--- src/rtl/pwm_shadow_pkg.sv ---
package pwm_shadow_pkg;
   localparam int ADDR_W = 4;
   localparam int DATA_W = 32;
   localparam int FLAG_W = 11;

   localparam logic [ADDR_W-1:0] A_FLAGS = 4'd0;
   localparam logic [ADDR_W-1:0] A_CTRL  = 4'd1;
   localparam logic [ADDR_W-1:0] A_COUNT = 4'd2;
   localparam logic [ADDR_W-1:0] A_MCTL  = 4'd3;
   localparam logic [ADDR_W-1:0] A_OCTL  = 4'd4;
   localparam logic [ADDR_W-1:0] A_ARM   = 4'd5;
   localparam int                A_CMP0  = 8;

   localparam int CTRL_RUN = 0;
   localparam int CTRL_CLR = 1;
   localparam int CTRL_PWM = 3;
   localparam int ENA_BASE = 9;

   // flag bit of a channel: low group at 0..3, high group shifted by four
   function automatic int flag_pos(input int ch);
      return (ch < 4) ? ch : ch + 4;
   endfunction
endpackage

--- src/rtl/pwm_cmp_bank.sv ---
module pwm_cmp_bank #(
   parameter int CNT_W     = 16,
   parameter int NUM_MATCH = 7
) (
   input  logic                              clk,
   input  logic                              rst_n,
   input  logic [NUM_MATCH-1:0]              wr_sel,
   input  logic [CNT_W-1:0]                  wr_val,
   input  logic                              arm_wr,
   input  logic [NUM_MATCH-1:0]              arm_bits,
   input  logic                              boundary,
   output logic [NUM_MATCH-1:0][CNT_W-1:0]   shadow,
   output logic [NUM_MATCH-1:0][CNT_W-1:0]   active,
   output logic [NUM_MATCH-1:0]              armed
);
   for (genvar g = 0; g < NUM_MATCH; g++) begin : g_ch
      always_ff @(posedge clk) begin
         if (!rst_n) begin
            shadow[g] <= '0;
            active[g] <= '0;
            armed[g]  <= 1'b0;
         end else begin
            if (wr_sel[g]) shadow[g] <= wr_val;
            if (boundary && armed[g]) active[g] <= shadow[g];
            if (arm_wr && arm_bits[g]) armed[g] <= 1'b1;
            else if (boundary)         armed[g] <= 1'b0;
         end
      end


      copy_on_boundary_chk: assert property (@(posedge clk) disable iff (!rst_n)
         (boundary && armed[g]) |=> (active[g] == $past(shadow[g])));

      hold_unarmed_chk: assert property (@(posedge clk) disable iff (!rst_n)
         (!armed[g]) |=> $stable(active[g]));

      arm_clears_chk: assert property (@(posedge clk) disable iff (!rst_n)
         (boundary && !(arm_wr && arm_bits[g])) |=> !armed[g]);
   end
endmodule

--- src/rtl/pwm_counter.sv ---
module pwm_counter #(
   parameter int CNT_W     = 16,
   parameter int NUM_MATCH = 7
) (
   input  logic                            clk,
   input  logic                            rst_n,
   input  logic                            run,
   input  logic                            clr,
   input  logic [NUM_MATCH-1:0][CNT_W-1:0] active,
   input  logic [NUM_MATCH-1:0]            mc_rst,
   input  logic [NUM_MATCH-1:0]            mc_stop,
   output logic [CNT_W-1:0]                cnt,
   output logic [NUM_MATCH-1:0]            hit,
   output logic                            boundary,
   output logic                            stop_evt
);
   logic wrap;

   for (genvar g = 0; g < NUM_MATCH; g++) begin : g_cmp
      assign hit[g] = run && !clr && (cnt == active[g]);
   end

   assign wrap     = |(hit & mc_rst);
   assign stop_evt = |(hit & mc_stop);
   assign boundary = hit[0] & mc_rst[0];

   always_ff @(posedge clk) begin
      if (!rst_n || clr)   cnt <= '0;
      else if (run) begin
         if (wrap)          cnt <= '0;
         else if (!stop_evt) cnt <= cnt + 1'b1;
      end
   end


   clr_holds_zero_chk: assert property (@(posedge clk) disable iff (!rst_n)
      clr |=> (cnt == '0));

   free_count_chk: assert property (@(posedge clk) disable iff (!rst_n)
      (run && !clr && hit == '0) |=> (cnt == $past(cnt) + 1'b1));

   wrap_zero_chk: assert property (@(posedge clk) disable iff (!rst_n)
      wrap |=> (cnt == '0));
endmodule

--- src/rtl/pwm_wave.sv ---
module pwm_wave #(
   parameter int NUM_OUT   = 6,
   parameter int NUM_MATCH = NUM_OUT + 1
) (
   input  logic                 clk,
   input  logic                 rst_n,
   input  logic                 pwm_on,
   input  logic [NUM_MATCH-1:0] hit,
   input  logic                 boundary,
   input  logic [NUM_OUT-1:0]   dbl,
   input  logic [NUM_OUT-1:0]   ena,
   output logic [NUM_OUT-1:0]   pwm_out
);
   logic [NUM_OUT-1:0] lvl;
   logic [NUM_OUT-1:0] rise;

   for (genvar j = 0; j < NUM_OUT; j++) begin : g_out
      if (j == 0) begin : g_single_only
         assign rise[j] = boundary;
      end else begin : g_selectable
         assign rise[j] = dbl[j] ? hit[j] : boundary;
      end

      always_ff @(posedge clk) begin
         if (!rst_n || !pwm_on) lvl[j] <= 1'b0;
         else if (hit[j+1])     lvl[j] <= 1'b0;
         else if (rise[j])      lvl[j] <= 1'b1;
      end

      assign pwm_out[j] = lvl[j] & ena[j] & pwm_on;


      fall_on_match_chk: assert property (@(posedge clk) disable iff (!rst_n)
         hit[j+1] |=> !pwm_out[j]);

      mode_off_low_chk: assert property (@(posedge clk) disable iff (!rst_n)
         !pwm_on |=> !lvl[j]);

      single_start_chk: assert property (@(posedge clk) disable iff (!rst_n)
         (pwm_on && boundary && !hit[j+1] && (j == 0 || !dbl[j])) |=> lvl[j]);
   end
endmodule

--- src/rtl/pwm_shadow_top.sv ---
module pwm_shadow_top
   import pwm_shadow_pkg::*;
#(
   parameter int CNT_W   = 16,
   parameter int NUM_OUT = 6
) (
   input  logic              clk,
   input  logic              rst_n,
   input  logic              wr_en,
   input  logic [3:0]        wr_addr,
   input  logic [31:0]       wr_data,
   input  logic [3:0]        rd_addr,
   output logic [31:0]       rd_data,
   output logic              irq,
   output logic [5:0]        pwm_out
);
   localparam int NUM_MATCH = NUM_OUT + 1;
   localparam int MCTL_W    = 3 * NUM_MATCH;

   if (CNT_W < 2 || CNT_W > DATA_W) begin : g_bad_width
      $error("CNT_W must lie in 2..DATA_W");
   end
   if (NUM_OUT != 6) begin : g_bad_outs
      $error("register layout fixes NUM_OUT at 6");
   end

   logic                            run_q, clr_q, pwm_q;
   logic [MCTL_W-1:0]               mctl_q;
   logic [NUM_OUT-1:0]              dbl_q, ena_q;
   logic [FLAG_W-1:0]               flags_q, flag_set;
   logic [NUM_MATCH-1:0]            mc_int, mc_rst, mc_stop;
   logic [NUM_MATCH-1:0]            wr_sel, hit, armed;
   logic [NUM_MATCH-1:0][CNT_W-1:0] shadow, active;
   logic [CNT_W-1:0]                cnt;
   logic                            boundary, stop_evt, ctrl_wr;

   assign ctrl_wr = wr_en && (wr_addr == A_CTRL);

   always_comb begin
      for (int c = 0; c < NUM_MATCH; c++) begin
         mc_int[c]  = mctl_q[3*c];
         mc_rst[c]  = mctl_q[3*c+1];
         mc_stop[c] = mctl_q[3*c+2];
      end
   end

   for (genvar g = 0; g < NUM_MATCH; g++) begin : g_sel
      localparam logic [ADDR_W-1:0] CMP_ADDR = ADDR_W'(A_CMP0 + g);
      assign wr_sel[g] = wr_en && (wr_addr == CMP_ADDR);
   end

   always_comb begin
      flag_set = '0;
      for (int c = 0; c < NUM_MATCH; c++)
         flag_set[flag_pos(c)] = hit[c] & mc_int[c];
   end

   always_ff @(posedge clk) begin
      if (!rst_n) begin
         run_q   <= 1'b0;
         clr_q   <= 1'b0;
         pwm_q   <= 1'b0;
         mctl_q  <= '0;
         dbl_q   <= '0;
         ena_q   <= '0;
         flags_q <= '0;
      end else begin
         if (ctrl_wr) begin
            run_q <= wr_data[CTRL_RUN];
            clr_q <= wr_data[CTRL_CLR];
            pwm_q <= wr_data[CTRL_PWM];
         end else if (stop_evt) begin
            run_q <= 1'b0;
         end
         if (wr_en && wr_addr == A_MCTL) mctl_q <= wr_data[MCTL_W-1:0];
         if (wr_en && wr_addr == A_OCTL) begin
            for (int j = 0; j < NUM_OUT; j++) begin
               dbl_q[j] <= (j == 0) ? 1'b0 : wr_data[j+1];
               ena_q[j] <= wr_data[ENA_BASE+j];
            end
         end
         if (wr_en && wr_addr == A_FLAGS)
            flags_q <= flag_set | (flags_q & ~wr_data[FLAG_W-1:0]);
         else
            flags_q <= flag_set | flags_q;
      end
   end

   assign irq = |flags_q;

   always_comb begin
      rd_data = '0;
      case (rd_addr)
         A_FLAGS: rd_data[FLAG_W-1:0] = flags_q;
         A_CTRL: begin
            rd_data[CTRL_RUN] = run_q;
            rd_data[CTRL_CLR] = clr_q;
            rd_data[CTRL_PWM] = pwm_q;
         end
         A_COUNT: rd_data[CNT_W-1:0]  = cnt;
         A_MCTL:  rd_data[MCTL_W-1:0] = mctl_q;
         A_OCTL: begin
            for (int j = 0; j < NUM_OUT; j++) begin
               rd_data[j+1]        = dbl_q[j];
               rd_data[ENA_BASE+j] = ena_q[j];
            end
         end
         A_ARM:   rd_data[NUM_MATCH-1:0] = armed;
         default: begin
            for (int c = 0; c < NUM_MATCH; c++)
               if (rd_addr == ADDR_W'(A_CMP0 + c)) rd_data[CNT_W-1:0] = shadow[c];
         end
      endcase
   end

   pwm_cmp_bank #(.CNT_W(CNT_W), .NUM_MATCH(NUM_MATCH)) u_bank (
      .clk(clk), .rst_n(rst_n), .wr_sel(wr_sel), .wr_val(wr_data[CNT_W-1:0]),
      .arm_wr(wr_en && wr_addr == A_ARM), .arm_bits(wr_data[NUM_MATCH-1:0]),
      .boundary(boundary), .shadow(shadow), .active(active), .armed(armed));

   pwm_counter #(.CNT_W(CNT_W), .NUM_MATCH(NUM_MATCH)) u_cnt (
      .clk(clk), .rst_n(rst_n), .run(run_q), .clr(clr_q), .active(active),
      .mc_rst(mc_rst), .mc_stop(mc_stop), .cnt(cnt), .hit(hit),
      .boundary(boundary), .stop_evt(stop_evt));

   pwm_wave #(.NUM_OUT(NUM_OUT), .NUM_MATCH(NUM_MATCH)) u_wave (
      .clk(clk), .rst_n(rst_n), .pwm_on(pwm_q), .hit(hit), .boundary(boundary),
      .dbl(dbl_q), .ena(ena_q), .pwm_out(pwm_out));


   stop_clears_run_chk: assert property (@(posedge clk) disable iff (!rst_n)
      (stop_evt && !ctrl_wr) |=> !run_q);

   flag0_sets_chk: assert property (@(posedge clk) disable iff (!rst_n)
      (hit[0] && mc_int[0]) |=> (flags_q[0] && irq));

   flag_mask_chk: assert property (@(posedge clk) disable iff (!rst_n)
      (flags_q[7:4] == 4'b0));
endmodule

--- config.mk ---
export PLATFORM = sky130hd
export DESIGN_NAME = pwm_shadow_top
export DESIGN_NICKNAME = d
export VERILOG_FILES = /design/src/rtl/pwm_shadow_pkg.sv /design/src/rtl/pwm_cmp_bank.sv /design/src/rtl/pwm_counter.sv /design/src/rtl/pwm_wave.sv /design/src/rtl/pwm_shadow_top.sv
export SDC_FILE = /design/constraint.sdc
export NUM_CORES = 1
export LEC_CHECK = 0
export CAP_MARGIN = 30
export CORE_UTILIZATION = 58
export CTS_CLUSTER_SIZE = 20
export DETAILED_ROUTE_END_ITERATION = 6
export DONT_BUFFER_PORTS = 1
export GPL_TIMING_DRIVEN = 0
export PLACE_DENSITY_LB_ADDON = 0.15
export SYNTH_ARGS = -nofsm -noshare
export SYNTH_HDL_FRONTEND = slang
export SYNTH_SLANG_ARGS = --single-unit
--- constraint.sdc ---
create_clock -name clk -period 2.1 [get_ports clk]
set_input_delay 0.315 -clock clk [delete_from_list [all_inputs] [get_ports clk]]
set_output_delay 0.315 -clock clk [all_outputs]
set_load 0.02 [all_outputs]
==> results of run 1 <==
## where the power goes
group | internal (mW) | switching, mW
Clock | 3.52 | 2.53
Combinational | 0.674 | 1.13
Sequential | 5.73 | 0.107
Total | 9.92 | 3.77
## sequential cells by signal (all words and copies together), names as in the netlist
register,count
flags_q,11
pwm_q,1
u_cnt.cnt,16
dbl_q,5
clr_q,1
u_bank.shadow,112
u_wave.lvl,6
u_bank.armed,7
run_q,1
ena_q,6
mctl_q,21
u_bank.active,112
## per-stage QoR
stage               util (%)  setup WS, ns  setup TNS, ns  std cells
floorplan                  -        -0.108          -1.43       1756
CTS                     76.8        -0.462         -28.14       2244
global route            82.5        -0.803         -67.83       2289
finish                  82.6        -0.716         -67.83       2293
global placement        61.2         -1.78        -218.25       2080
detailed placement      61.5         -1.21        -165.32       2090
## worst max-delay path, stage by stage (launching register included)
cell and delay, ns:
dfxtp_4 0.36, buf_12 0.15, buf_12 0.14, xnor2_1 0.18, nand4_1 0.17, nor4_4 0.50, a32o_2 0.39, a31o_4 0.17
nor2_2 0.05, o22a_2 0.25, buf_6 0.16, o211ai_1 0.20
## metal layers
metal	share of wire [%]	up-vias	track usage, %
met2	40	1585	75.7
met4	11	2	43.1
met3	15	625	14.0
met5	0.015	-	0
li1	-	6364	-
met1	33	7578	63.2
## synth_stat cells (all sizes together), types with 2 or more instances
library cell	count
a22oi	54
inv	19
o211ai	6
nor2b	47
nand2	507
nand3	28
and3b	2
a222oi	6
xnor2	67
nor2	34
and2	8
buf	47
o21ai	6
a32o	3
clkbuf	97
nor3	28
nor4b	3
o2111ai	3
or3	7
o22ai	3
nor4	20
mux2i	37
and3	22
a22o	13
a31oi	19
nand4	24
o21a	2
xor2	33
nand3b	2
a21boi	229
dfxtp	299
or4	3
a211oi	6
nand2b	10
a21oi	18
a221oi	16
## area by class of cell
class | instances | area (µm²)
Tap cell | 324 | 405
Sequential cell | 299 | 6050
Multi-Input combinational cell | 1294 | 9640
Inverter | 19 | 92.6
Clock inverter | 7 | 88.8
Antenna cell | 4 | 10.0
Timing Repair Buffer | 162 | 1710
Buffer | 133 | 1030
Clock buffer | 51 | 996
Fill cell | 1342 | 4230
## logic make-up (layout without fill, tap and decap cells)
logic type,after synthesis,in the layout
mux,38,38
compound gates,393,393
flops,299,299
other cells,1,15
fa+ha+maj,1,1
buf+inv,163,372
simple gates,751,751
xor+xnor,100,100
## worst max-delay path by stage
stage,start,end,slack [ns],cells after the start
5_1_grt,u_cnt.cnt[7],u_cnt.cnt[10],-0.80,11
3_5_place_dp,u_cnt.cnt[10],u_cnt.cnt[6],-1.21,10
2_1_floorplan,run_q,u_cnt.cnt[10],-0.11,10
3_3_place_gp,u_cnt.cnt[8],u_cnt.cnt[4],-1.78,9
4_1_cts,u_cnt.cnt[13],u_cnt.cnt[8],-0.46,10
6_report,u_cnt.cnt[7],u_cnt.cnt[7],-0.72,11
## timing repair
item                       4_1_cts  5_1_grt
pin swaps                      159      158
hold buffers                     8        0
buffers inserted                81       49
setup endpoints to repair      170      165
resized for setup              559      274
hold endpoints to repair         8        0
cloned                          16        2
==> impl_metrics.ini, run 1 <==
[power]
leakage_nw = 6.96
peakVddDrop_v = 0.000689
total_power_mw = 13.7
p_per_area_nw_per_um2 = 684

[floorplan]
core_um2 = 24200
ios = 82
num_rows = 57
dieArea_um2 = 25300
initial_core_util_pct = 58.9
die_y_um = 159
die_w_um = 159

[routing]
drc = 1
viasPerCell = 7.04
via_count = 16154
routedWlPerCell_um = 32.2
ant_nets = 0
detail_route.first_pass.iterations = 6
drtIter0Drc = 2633
drt_wl_total_mm = 73.8

[timing]
setup_slack_ns = -0.716
finalSetupViolCount = 173
slew_headroom_pct = 19.9
rsz0062_at_grt = yes
min_period_ns = 2.82
finalClockSkew_ns = 0.0299
tightest_slew_ns = 1.20
hold_viol = 0
slew_violations = 0
post-route-period-util_pct = 134
hold-worst-slack_ns = 0.00857
clock.fmax_ghz = 0.355

[yosys]
ys_seq_area_share_pct = 41.9
yosys.area_share.simple_pct = 23.3
synthDistinctLibCells = 63
synth-compound-area-share_pct = 20.6
synth_xor_area_share_pct = 6.13
ys_warn_count = 0
postSynthAreaPerCell_um2 = 8.18
synth_top_area_cell = dfxtp_1
synth-async-reset-ratio_pct = 0
synth_cells = 1746
yosys-mux-area-fraction_pct = 2.67
synthTopCellsByArea = dfxtp_1 (42%), nand2_1 (13%), a21boi_0 (12%), xnor2_1 (4.1%), a22oi_1 (2.8%)
synth_edf_count = 0
synth_flop_cell = dfxtp_1
synth_top_family_by_area = simple AND/OR/NAND/NOR gates
synth_area_um2 = 14300
yosysTopAreaCellShare_pct = 41.9
synth-seq-cells = 299
synthAdderAreaFrac_pct = 0.0876

[placed_design]
post_dp_cell_area_um2 = 14900
io_buffer_count = 0
place_congestion = 1.05
dp_hpwl_mm = 43.5

[critical_path]
startpoint_type = flip-flop
cp.arrival_ns = 3.26
reg2reg_slack_ns = -0.72
crit_required_ns = 2.54
r2r_cells = 11
r2r-start = u_cnt.cnt[7]
worst-setup-path-type = flip-flop to flip-flop
worstReg2RegEnd = u_cnt.cnt[7]
crit_path_max_fanout = 5
endpoint_kind = flip-flop

[layout]
mostFrequentLayoutCell = nand2_1
final_cell_mix = nand2_1 (328), dfxtp_1 (271), nand2_2 (130), a21boi_0 (117), buf_4 (91)
areaGrowthSynthToFinish_pct = 40.2
final_layout_size_suffix_gt1_share_pct = 34.3
final_area_um2 = 20000
finalNetCount = 1987

[min_path]
hp-class = input port to flip-flop
hp-start = wr_data[17]
hold_depth = 2
min_to = mctl_q[17]

[clock_tree]
h-tree-depth = 2
clockBufferDepth = 3
cts.sinks = 299
cts_tree = done
insertion_delay_ns = 0.54
clk_pin_slew_worst_paths_ns = 0.06
cts_made_buffers = 34
root_buffer = clkbuf_16

[global_route]
antenna_found_initial = 6
grt_first_pass_wirelength_mm = 95.5
grt-ovfl-total = 0
grt_max_degree = 14
first_global_vias = 14443
grt.total_usage_pct = 51.6

[run_status]
status = finished, violations left
violations = DRC, setup timing

[job]
cap_viol_max_count = 0
Note: power is estimated with default switching activity, not from simulation.
==> run 2: changes to the inputs <==
- CORE_UTILIZATION: 58 -> 65
- REMOVE_ABC_BUFFERS: not set -> 1
- clock period: 2.1 -> 3.4 ns (I/O delays scaled with it)
==> run 2 against run 1 <==
Effect of this change:
- the run ends with setup timing left
- cell count down 14%
- register-to-register slack better by 0.59 ns
- critical path depth down 3
- first-iteration DRC count down 38%
- count of clock-buffer cells in the layout down 6
- largest power group unchanged
- hold slack better by 0.0042 ns
- non-clock buffer count down 268
==> impl_metrics.ini, run 2 (synthesis gave the netlist of run 1 again) <==
[timing]
hold_viol = 0
slew_violations = 0
finalClockSkew_ns = 0.0204
clock.fmax_ghz = 0.284
rsz0062_at_grt = yes
tightest_slew_ns = 1.09
min_period_ns = 3.52
post-route-period-util_pct = 104
hold-worst-slack_ns = 0.0128
slew_headroom_pct = 26.8
finalSetupViolCount = 16
setup_slack_ns = -0.121

[routing]
drtIter0Drc = 1641
routedWlPerCell_um = 27.0
detail_route.first_pass.iterations = 6
drt_wl_total_mm = 53.3
top_layer_used = met5
met2WireLength_mm = 21.4
met1_length_mm = 19.8
via_count = 13194
drc = 0
dr_wl_met3_mm = 7.70
viasPerCell = 6.69
ant_nets = 0

[layout]
final_area_um2 = 15600
final_layout_size_suffix_gt1_share_pct = 7.13
finalNetCount = 1716
insertedDiodeCount = 0
areaGrowthSynthToFinish_pct = 9.08
mostFrequentLayoutCell = nand2_1
reg_top3 = u_bank.active (112), u_bank.shadow (112), mctl_q (21)
utilization_pct = 73.2
final_cell_mix = nand2_1 (507), dfxtp_1 (286), a21boi_0 (222), xnor2_1 (67), a22oi_1 (54)

[clock_tree]
h-tree-depth = 1
clk_pin_slew_worst_paths_ns = 0.07
clockBufferDepth = 3
cts_tree = done
insertion_delay_ns = 0.58
root_buffer = clkbuf_16
post_cts_buffers = 0
cts_made_buffers = 31
cts.sinks = 299

[min_path]
hp-class = input port to flip-flop
hold_depth = 1

[run_status]
status = finished, violations left
violations = setup timing

[global_route]
antenna_found_initial = 3
first_global_vias = 12155
grt_first_pass_wirelength_mm = 76.9
grt.total_usage_pct = 47.3
grt_max_degree = 280
grt-ovfl-total = 0

[floorplan]
initial_core_util_pct = 67.1
die_y_um = 150
num_rows = 53
die_w_um = 150
dieArea_um2 = 22600
ios = 82
core_um2 = 21300

[placed_design]
place_congestion = 1.01
io_buffer_count = 0
dp_hpwl_mm = 35.7
post_dp_cell_area_um2 = 14300
pre_cts_slack_ns = -0.466

[critical_path]
r2r_cells = 8
crit_slowest_cell = dfxtp_1
startpoint_type = flip-flop
cp.arrival_ns = 3.92
crit_required_ns = 3.80
crit_path_max_fanout = 14
path_cells = xor2_1 -> nor4_1 -> o2111ai_1 -> nor4_2 -> a211oi_1 -> nand4b_1 -> o22a_2 -> a31oi_1
endpoint_kind = flip-flop
slowest_delay_ns = 0.90
worst-setup-path-type = flip-flop to flip-flop

[power]
leakage_nw = 5.27
p_per_area_nw_per_um2 = 514
peakVddDrop_v = 0.000495

[job]
cap_viol_max_count = 0
[run 2: layout make-up]
type                    count  area [µm²]
clock inverters            12         260
fillers                  1657        5710
well taps                 275         344
clock buffers              45         918
flip-flops and latches    299        6000
inverters                  19        71.3
repair buffers             27         314
multi-input cells        1294        7670
[run 2: power by group]
part / leakage, nW / internal [mW] / total [mW] / switching [mW]
Combinational: 2.28 / 0.179 / 0.425 / 0.246
Sequential: 2.42 / 3.54 / 3.68 / 0.139
Clock: 0.572 / 2.41 / 3.89 / 1.49
Total: 5.27 / 6.13 / 8.00 / 1.87
[run 2: repair_timing]
action,in CTS,in global routing
hold buffers,0,0
resized for setup,12,6
setup endpoints to repair,28,51
[run 2: worst max-delay path, delay by kind of cell (launching register included)]
| kind | cells | cell delay (ns) |
|---|---|---|
| DFF | 1 | 0.90 |
| and+or+nand+nor | 3 | 1.20 |
| xor gates and xnor gates | 1 | 0.15 |
| AOI/OAI and AO/OA | 4 | 1.09 |
[run 2: final timing paths]
| check | startpoint | slack (ns) | endpoint |
|---|---|---|---|
| setup / recovery | u_cnt.cnt[1] | -0.12 | u_cnt.cnt[15] |
| hold / removal | wr_data[6] | 0.01 | flags_q[6] |
| setup reg to reg | u_cnt.cnt[1] | -0.12 | u_cnt.cnt[15] |
| hold reg to reg | flags_q[5] | 0.45 | flags_q[5] |
[run 2: routing by layer]
layer | track usage [%] | vias to the layer above
li1 | - | 5796
met1 | 60.9 | 6209
met2 | 66.0 | 940
met3 | 15.2 | 243
met4 | 35.0 | 6
met5 | 0 | -
[run 2: stage by stage]
step	instances	TNS, ns	power [mW]
5_1_grt	1971	-0.131	8.14
3_5_place_dp	1913	-5.40	4.15
3_3_place_gp	1887	-130.95	4.13
4_1_cts	1970	0	7.95
6_report	1971	-0.744	8.00
2_1_floorplan	1612	0	3.97
==> run 3: changes to the inputs <==
- REMOVE_ABC_BUFFERS: 1 -> not set
- clock period: 3.4 -> 4.2 ns (I/O delays scaled with it)
==> run 3 against run 2 <==
Effect of this change:
- sequential power is 21% lower
- via count is 5.3% higher
- the flow finishes with violations (DRC)
- register-to-register slack improved by 0.74 ns
- design area is 1.2% higher
==> impl_metrics.ini, run 3 (synthesis gave the netlist of run 1 again) <==
[critical_path]
worst-setup-path-type = input port to output port
r2r_cells = 10
crit_path_max_fanout = 10
path_cells = clkbuf_1 -> nor3_1 -> clkbuf_1 -> a22oi_1 -> a31oi_1 -> a21oi_1 -> a21oi_1
path_delay_family = compound AO/OA/AOI/OAI gates
path_depth = 7
slowest_delay_ns = 0.92
crit_slowest_cell = nor3_1
timing.critical_path.buf_inv = 2
endpoint_kind = output port
crit_required_ns = 3.57
cp.arrival_ns = 3.44
startpoint_type = input port

[global_route]
antenna_found_initial = 2
first_global_vias = 13214
grt_first_pass_wirelength_mm = 83.7
grt-ovfl-total = 0
grt.total_usage_pct = 52.2
grt_max_degree = 16

[clock_tree]
root_buffer = clkbuf_16
insertion_delay_ns = 0.58
post_cts_resized = 0
clockBufferDepth = 3
cts.sinks = 299
post_cts_buffers = 0
cts_hold_buf = 0
h-tree-depth = 1
cts_tree = done
cts_made_buffers = 31
clk_pin_slew_worst_paths_ns = 0.06

[timing]
hold-worst-slack_ns = 0.210
post-route-period-util_pct = 97.0
finalSetupViolCount = 0
tightest_slew_ns = 1.27
clock.fmax_ghz = 0.245
min_period_ns = 4.07
slew_headroom_pct = 14.5
fin_tns_setup_ns = 0
finalClockSkew_ns = 0.0233
hold_viol = 0
rsz0062_at_grt = no
slew_violations = 0

[layout]
final_area_um2 = 15800
fillCellCount = 1611
finalNetCount = 1839
mostFrequentLayoutCell = nand2_1
areaGrowthSynthToFinish_pct = 10.4
reg_top3 = u_bank.active (112), u_bank.shadow (112), mctl_q (21)
final_cell_mix = nand2_1 (507), dfxtp_1 (299), a21boi_0 (222), clkbuf_1 (107), xnor2_1 (67)
final_layout_size_suffix_gt1_share_pct = 6.21

[power]
peakVddDrop_v = 0.000354
leakage_nw = 5.39
p_per_area_nw_per_um2 = 400
total_power_mw = 6.31

[floorplan]
core_um2 = 21300
ios = 82
num_rows = 53
dieArea_um2 = 22600
die_w_um = 150
die_y_um = 150
initial_core_util_pct = 67.1

[routing]
drc = 60
drtIter0Drc = 1734
routedWlPerCell_um = 27.8
ant_nets = 0
via_count = 13894
viasPerCell = 6.63
drt_wl_total_mm = 58.3
detail_route.first_pass.iterations = 7

[placed_design]
place_congestion = 1.09
io_buffer_count = 0
post_dp_cell_area_um2 = 14700
dp_hpwl_mm = 42.3

[min_path]
hp-class = input port to flip-flop
hold_depth = 2

[run_status]
violations = DRC
status = finished, violations left

[job]
cap_viol_max_count = 0
## run 3: path summary, 6_finish.rpt
kind	start	endpoint	slack, ns
worst max-delay path	rd_addr[0]	rd_data[6]	0.13
worst min-delay path	wr_data[19]	mctl_q[19]	0.21
worst max register to register	u_cnt.cnt[5]	u_cnt.cnt[6]	0.62
worst min register to register	u_bank.active[111]	u_bank.active[111]	0.46
## run 3: per-layer routing
| layer | up-vias | track usage (%) | share of wire [%] |
|---|---|---|---|
| met2 | 1111 | 74.7 | 40 |
| met1 | 6414 | 63.6 | 35 |
| met3 | 325 | 19.6 | 16 |
| li1 | 6044 | - | - |
| met5 | - | 0 | 0 |
| met4 | 0 | 39.0 | 8.9 |
## run 3: layout make-up
class	instances	area, µm²	area share (%)
flip-flops and latches	299	5990	38.0
well taps	275	344	2.18
clock inverters	8	119	0.754
inverters	19	71.3	0.452
clock buffers	49	923	5.86
plain buffers	144	674	4.28
multi-input cells	1294	7600	48.2
diodes	2	5.00	0.0317
repair buffers	6	46.3	0.294
## run 3: stage by stage
step           setup slack (ns)  std cells  util (%)
5_1_grt                   0.121       2094      74.0
3_5_place_dp              0.334       2036      69.1
4_1_cts                   0.325       2093      74.0
2_1_floorplan              1.21       1756         -
3_3_place_gp              0.109       2031      68.9
6_report                  0.126       2096      74.1
## run 3: worst register-to-register path, stage by stage, from the launching register on
cell and delay, ns:
dfxtp_1 0.44, buf_4 0.36, xnor2_1 0.18, nand4_1 0.12
nor4_1 0.79, a32o_1 0.44, a211oi_1 0.10, nand4b_1 0.33
o22a_2 0.28, buf_6 0.17, o211ai_1 0.19
## run 3: report_power, final
part,internal (mW),switching (mW)
Combinational,0.170,0.390
Sequential,2.87,0.0408
Clock,1.68,1.17
